<file path="config.mk">
export PLATFORM = sky130hd
export DESIGN_NAME = tmr8_presc
export DESIGN_NICKNAME = d
export VERILOG_FILES = /design/src/rtl/tmr8_pkg.sv /design/src/rtl/tmr8_edge_sync.sv /design/src/rtl/tmr8_prescaler.sv /design/src/rtl/tmr8_count.sv /design/src/rtl/tmr8_presc.sv
export SDC_FILE = /design/constraint.sdc
export NUM_CORES = 1
export LEC_CHECK = 0
export CAP_MARGIN = 15
export CORE_MARGIN = 3
export CORE_UTILIZATION = 60
export CTS_BUF_LIST = sky130_fd_sc_hd__clkbuf_4 sky130_fd_sc_hd__clkbuf_8
export CTS_CLUSTER_DIAMETER = 200
export DETAILED_ROUTE_END_ITERATION = 16
export DONT_BUFFER_PORTS = 1
export PLACE_DENSITY = 0.85
export SYNTH_ARGS = -nofsm -noshare
export SYNTH_HDL_FRONTEND = slang
export SYNTH_SLANG_ARGS = --single-unit
</file>
<file path="constraint.sdc">
create_clock -name clk -period 3.9 [get_ports clk]
set_clock_uncertainty 0.05 [all_clocks]
set_input_delay 0 -clock clk [delete_from_list [all_inputs] [get_ports clk]]
set_output_delay 0 -clock clk [all_outputs]
set_load 0.02 [all_outputs]
</file>
<file path="src/rtl/tmr8_pkg.sv">
package tmr8_pkg;
   localparam int CTL_W = 6;

   typedef struct packed {
      logic       src_ext;   // bit 5
      logic       fall_sel;  // bit 4
      logic       psa_wdt;   // bit 3
      logic [2:0] ratio;     // bits 2:0
   } ctl_t;

   localparam ctl_t CTL_RESET = '{src_ext: 1'b0, fall_sel: 1'b0, psa_wdt: 1'b1, ratio: 3'd0};
endpackage

</file>
<file path="src/rtl/tmr8_edge_sync.sv">
module tmr8_edge_sync #(
   parameter int STAGES = 2
) (
   input  logic clk,
   input  logic rst_n,
   input  logic din,
   input  logic fall_sel,
   output logic pulse
);
   if (STAGES < 2) begin : g_bad_stages
      $error("tmr8_edge_sync: STAGES must be at least 2");
   end

   logic [STAGES-1:0] sync_q;
   logic              last_q;

   for (genvar s = 0; s < STAGES; s++) begin : g_stage
      if (s == 0) begin : g_first
         always_ff @(posedge clk or negedge rst_n)
            if (!rst_n) sync_q[0] <= 1'b0;
            else        sync_q[0] <= din;
      end else begin : g_next
         always_ff @(posedge clk or negedge rst_n)
            if (!rst_n) sync_q[s] <= 1'b0;
            else        sync_q[s] <= sync_q[s-1];
      end
   end

   always_ff @(posedge clk or negedge rst_n)
      if (!rst_n) last_q <= 1'b0;
      else        last_q <= sync_q[STAGES-1];

   always_comb begin
      if (fall_sel) pulse = last_q & ~sync_q[STAGES-1];
      else          pulse = sync_q[STAGES-1] & ~last_q;
   end
endmodule

</file>
<file path="src/rtl/tmr8_prescaler.sv">
module tmr8_prescaler #(
   parameter int PS_W = 8
) (
   input  logic       clk,
   input  logic       rst_n,
   input  logic       clr,
   input  logic       inc,
   input  logic [2:0] ratio,
   output logic       tick
);
   if (PS_W < 8) begin : g_bad_width
      $error("tmr8_prescaler: PS_W must cover the 1:256 ratio");
   end

   localparam logic [PS_W-1:0] ALL_ONES = {PS_W{1'b1}};

   logic [PS_W-1:0] pre_q;
   logic [PS_W-1:0] mask;

   assign mask = ALL_ONES >> (PS_W - 1 - int'(ratio));
   assign tick = inc && !clr && ((pre_q & mask) == mask);

   always_ff @(posedge clk or negedge rst_n)
      if (!rst_n)   pre_q <= '0;
      else if (clr) pre_q <= '0;
      else if (inc) pre_q <= pre_q + 1'b1;
endmodule

</file>
<file path="src/rtl/tmr8_count.sv">
module tmr8_count #(
   parameter int CNT_W     = 8,
   parameter int INHIB_CYC = 2
) (
   input  logic             clk,
   input  logic             rst_n,
   input  logic             cyc_stb,
   input  logic             wr,
   input  logic [CNT_W-1:0] wdata,
   input  logic             tick,
   input  logic             flag_clr,
   output logic [CNT_W-1:0] cnt,
   output logic             ovf_flag,
   output logic             hold
);
   localparam logic [CNT_W-1:0] CNT_MAX = {CNT_W{1'b1}};

   always_ff @(posedge clk or negedge rst_n)
      if (!rst_n)    cnt <= '0;
      else if (wr)   cnt <= wdata;
      else if (tick) cnt <= cnt + 1'b1;

   always_ff @(posedge clk or negedge rst_n)
      if (!rst_n)                            ovf_flag <= 1'b0;
      else if (tick && !wr && cnt == CNT_MAX) ovf_flag <= 1'b1;
      else if (flag_clr)                     ovf_flag <= 1'b0;

   if (INHIB_CYC == 0) begin : g_no_inhib
      assign hold = 1'b0;
   end else begin : g_inhib
      localparam int IW = $clog2(INHIB_CYC + 1);
      logic [IW-1:0] inhib_q;
      always_ff @(posedge clk or negedge rst_n)
         if (!rst_n)                             inhib_q <= '0;
         else if (wr)                            inhib_q <= IW'(INHIB_CYC);
         else if (cyc_stb && inhib_q != '0)      inhib_q <= inhib_q - 1'b1;
      assign hold = (inhib_q != '0);
   end
endmodule

</file>
<file path="src/rtl/tmr8_presc.sv">
module tmr8_presc
   import tmr8_pkg::*;
#(
   parameter int CNT_W       = 8,
   parameter int PS_W        = 8,
   parameter int SYNC_STAGES = 2,
   parameter int INHIB_CYC   = 2
) (
   input  logic             clk,
   input  logic             rst_n,
   input  logic             cyc_stb_i,
   input  logic             sleep_i,
   input  logic             ext_clk_i,
   input  logic             cnt_wr_i,
   input  logic             ctl_wr_i,
   input  logic [CNT_W-1:0] wdata_i,
   input  logic             flag_clr_i,
   input  logic             irq_en_i,
   output logic [CNT_W-1:0] cnt_o,
   output logic [CTL_W-1:0] ctl_o,
   output logic             ovf_flag_o,
   output logic             irq_o,
   output logic             wdt_tick_o
);
   if (CNT_W < CTL_W) begin : g_bad_cnt
      $error("tmr8_presc: CNT_W must hold the control field");
   end

   ctl_t ctl_q;
   ctl_t ctl_new;
   logic ext_pulse, src_evt, tmr_evt, hold;
   logic pre_inc, pre_clr, pre_tick, cnt_tick;

   if (CNT_W > CTL_W) begin : g_wide
      logic unused_hi;
      assign unused_hi = ^wdata_i[CNT_W-1:CTL_W];
   end

   assign ctl_new = ctl_t'(wdata_i[CTL_W-1:0]);

   always_ff @(posedge clk or negedge rst_n)
      if (!rst_n)        ctl_q <= CTL_RESET;
      else if (ctl_wr_i) ctl_q <= ctl_new;

   tmr8_edge_sync #(.STAGES(SYNC_STAGES)) u_sync (
      .clk     (clk),
      .rst_n   (rst_n),
      .din     (ext_clk_i),
      .fall_sel(ctl_q.fall_sel),
      .pulse   (ext_pulse)
   );

   assign src_evt  = ctl_q.src_ext ? ext_pulse : cyc_stb_i;
   assign tmr_evt  = src_evt && !sleep_i && !hold;
   assign pre_inc  = ctl_q.psa_wdt ? cyc_stb_i : tmr_evt;
   assign pre_clr  = (ctl_wr_i && (ctl_new.psa_wdt != ctl_q.psa_wdt))
                   || (cnt_wr_i && !ctl_q.psa_wdt);

   tmr8_prescaler #(.PS_W(PS_W)) u_pre (
      .clk  (clk),
      .rst_n(rst_n),
      .clr  (pre_clr),
      .inc  (pre_inc),
      .ratio(ctl_q.ratio),
      .tick (pre_tick)
   );

   assign cnt_tick   = ctl_q.psa_wdt ? tmr_evt : pre_tick;
   assign wdt_tick_o = ctl_q.psa_wdt ? pre_tick : cyc_stb_i;

   tmr8_count #(.CNT_W(CNT_W), .INHIB_CYC(INHIB_CYC)) u_cnt (
      .clk     (clk),
      .rst_n   (rst_n),
      .cyc_stb (cyc_stb_i),
      .wr      (cnt_wr_i),
      .wdata   (wdata_i),
      .tick    (cnt_tick),
      .flag_clr(flag_clr_i),
      .cnt     (cnt_o),
      .ovf_flag(ovf_flag_o),
      .hold    (hold)
   );

   assign ctl_o = ctl_q;
   assign irq_o = ovf_flag_o & irq_en_i;
endmodule

</file>
==> run summary <==
outcome: finished, final reports clean
chip width: 58.11 microns
Storage cell area: 701.9 sq um
clock-pin transition on the worst setup and hold timing paths: 160 ps
post-layout util: 73.41%
met2 Track Usage GR: 41.29%
slew margin rel.: 32.91%
vias in the first global route: 1,359
Seq cells post-synth: 28
WP data arrival: 2460 ps
cts bufs inserted: 3
VDD IR max: 0.2853 mV
DP Worst Slack: 1820 ps
Critical Path Max Stage Delay: 1200 ps
Pre-Repair DR Iteration Count: 4
TritonCTS clock tree: yes
ys flop type: dfrtp_1
Yosys cell types: 48
area of the multi-input gates: 839.6 sq um
Max-Cap Viols: 0
worst hold path class: input port to asynchronous set/reset pin
met1 GRT Util: 32.33%
Sw Share: 33.09%
total congestion overflow: 0
Setup-failing EPs final: 0
Layout Cells excl Fill: 213
Synthesized Nets: 188
port buffer count: 0
Async SR Flop Fraction: 100.0%
starting density of the core: 64.58%
number of flops mapped to enable cells by yosys: 0
mapped cell area: 0.001629 sq mm
Final Critical Period: 2275 ps
clock network power share: 23.2%
Required @ worst endpoint: 4090 ps
worst slew pin tran: 1003 ps
Leak: 0.7544 nW
Die ar.: 0.003376 sq mm
setup_tns: 0 ps
Syn Area/Cell: 9.697 sq um
Most Used Layer, Global Route: met2
Logic pwr share: 19.7%
met3 Usage GRT: 5.345%
area delta synth->final: 13.67%
via count: 1,395
Final Cycle Share: 58.33%
RSZ-0062 raised after global routing: no
wire length per cell: 18.00 microns
Crit Path Class: input port to register
Slew Viols, Final: 0
GPL Wtd Cong: 0.8686
slowest cell on the critical path: dlygate4sd3_1
crit-path leading delay family: buffers and inverters
critical path, cell by cell: dlygate4sd3_1 -> a21oi_2 -> o21ai_4 -> o21ai_2 -> and3_1 -> a221o_1
fin nets: 204
core area: 0.002522 sq mm
CTS sink cnt: 28
sum of buffers and inverters on the critical path: 1
Psw: 211.5 uW
share of cells above drive strength 1: 11.48%
first-pass GRT wire length: 6596 microns
Total GRT Usage: 25.41%
row count: 18
clk root buf: clkbuf_4
synthesized instance count: 168
Hold Violations, Final: 0
Clock Path Buffers: 2
antenna violations before repair: 0
vias per cell: 6.549
Placed Cells incl. Taps: 192
Antenna Nets Post-Route: 0
largest net degree at the start of global routing: 31
register area share after synthesis: 43.09%
pwr/cell area: 345.1 mW/mm^2
DP HPWL: 2504 microns
WL final: 3833 microns
Die H: 58.11 microns
number of top-level pins: 34
Crit Path Max Fanout: 30
H-tree Lvls: 1
Ys Warns: 0
P_int: 427.5 uW
Initial DRC Count: 49
FILL cells: 187
fmax: 0.4396 GHz
# diodes: 0
DRC violation count after routing: 0
post-CTS resize count: 0
crit path capture type: register
critical path startpoint category: input port
post-layout worst setup margin: 1625 ps
worst skew pair latency: 340 ps
Seq pwr share: 57.2%
-- per-layer routing --
layer	part of all wire (%)	vias up
met2	51	52
met5	0	-
met1	41	687
li1	-	643
met4	3.0	0
met3	5.7	13
-- power by group through the flow --
stage / Sequential (mW) / Clock, mW / Combinational, mW
4_1_cts: 0.365 / 0.147 / 0.123
6_report: 0.365 / 0.148 / 0.126
3_5_place_dp: 0.371 / 0 / 0.0926
2_1_floorplan: 0.360 / 0 / 0.0870
3_3_place_gp: 0.369 / 0 / 0.0881
5_1_grt: 0.370 / 0.161 / 0.140
-- logic make-up (layout without fill, tap and decap cells) --
logic type      count (synthesis)  count (layout)  synth area share [%]
simple gates                   62              62                 20.12
buf+inv                        21              36                 5.375
flops                          28              28                 43.09
mux                             5               5                 3.456
fa+ha+maj                       3               3                 2.304
xor+xnor                        8               8                 4.301
compound gates                 41              41                 21.35
-- path summary, 6_finish.rpt --
kind	start	endpoint	slack, ps	cells past startpoint
min reg2reg	u_sync.sync_q[0]	u_sync.sync_q[1]	330	0
max	cnt_wr_i	u_cnt.cnt[0]	1620	6
min	rst_n	u_cnt.g_inhib.inhib_q[0]	20	2
max in group asynchronous	rst_n	ctl_o[3]	3550	2
min in group clk	wdata_i[3]	u_pre.pre_q[4]	20	3
max reg2reg	ctl_o[4]	u_cnt.cnt[4]	1760	4
-- placed cells by master (no fill, tap or decap), drive strengths merged, types with 5 or more instances in the layout --
master       instances
a21oi                8
dfrtp               27
dlygate4sd3         16
inv                 15
mux2                 5
nand2                9
nand3                5
nor2                17
o21ai                8
xnor2                8
-- cells in the mapped netlist (2+ instances only) --
| library cell | n | area (sq um) |
|---|---|---|
| a2111oi_2 | 3 | 45.04 |
| nand3b_1 | 2 | 15.01 |
| ha_1 | 3 | 37.54 |
| nand2_1 | 9 | 33.78 |
| mux2_2 | 5 | 56.30 |
| a211o_1 | 3 | 26.28 |
| xnor2_1 | 8 | 70.07 |
| a21oi_1 | 7 | 35.03 |
| and2_1 | 2 | 12.51 |
| nor2b_1 | 3 | 18.77 |
| a311oi_1 | 3 | 26.28 |
| inv_1 | 15 | 56.30 |
| a221o_1 | 2 | 20.02 |
| and3_1 | 3 | 18.77 |
| nor4_1 | 4 | 25.02 |
| o21ai_0 | 5 | 25.02 |
| buf_1 | 2 | 7.510 |
| buf_4 | 2 | 15.01 |
| nand4_1 | 4 | 25.02 |
| nand2b_1 | 4 | 25.02 |
| nor3_1 | 4 | 20.02 |
| nor2_1 | 17 | 63.81 |
| dfrtp_1 | 27 | 675.7 |
| nand3_1 | 5 | 25.02 |
| o311ai_1 | 3 | 26.28 |
-- worst register-to-register path, stage by stage, from the launching register on --
cell and delay [ps]:
dfrtp_1 510, or3b_4 430, a31oi_2 450, and3_1 430, o311ai_1 140
-- stage by stage --
step | area [sq um] | power [mW] | hold WS [ps]
after CTS | 1852 | 0.6347 | 2.849
after global routing | 1852 | 0.6704 | 30.13
final | 1852 | 0.6390 | 17.03
after floorplan | 1629 | 0.4468 | -345.6
after detailed placement | 1635 | 0.4635 | -344.9
after global placement | 1635 | 0.4567 | -344.8
-- cell type report --
cell class | count | area share (%)
Multi-Input combinational cell | 119 | 45.34
Tap cell | 30 | 2.027
Timing Repair Buffer | 17 | 9.730
Inverter | 15 | 3.041
Clock buffer | 4 | 1.959
Sequential cell | 28 | 37.91
-- timing repair --
action / 4_1_cts / 5_1_grt
buffers inserted: 0 / 0
hold buffers: 17 / 0
hold endpoints to repair: 54 / 0
-- sequential cells by signal, indices dropped and copies added (netlist names) --
| name | cells |
|---|---|
| u_cnt.g_inhib.inhib_q | 2 |
| u_sync.last_q | 1 |
| ctl_o | 6 |
| u_cnt.ovf_flag | 1 |
| u_cnt.cnt | 8 |
| u_sync.sync_q | 2 |
| u_pre.pre_q | 8 |
Note: power is estimated with default switching activity, not from simulation.
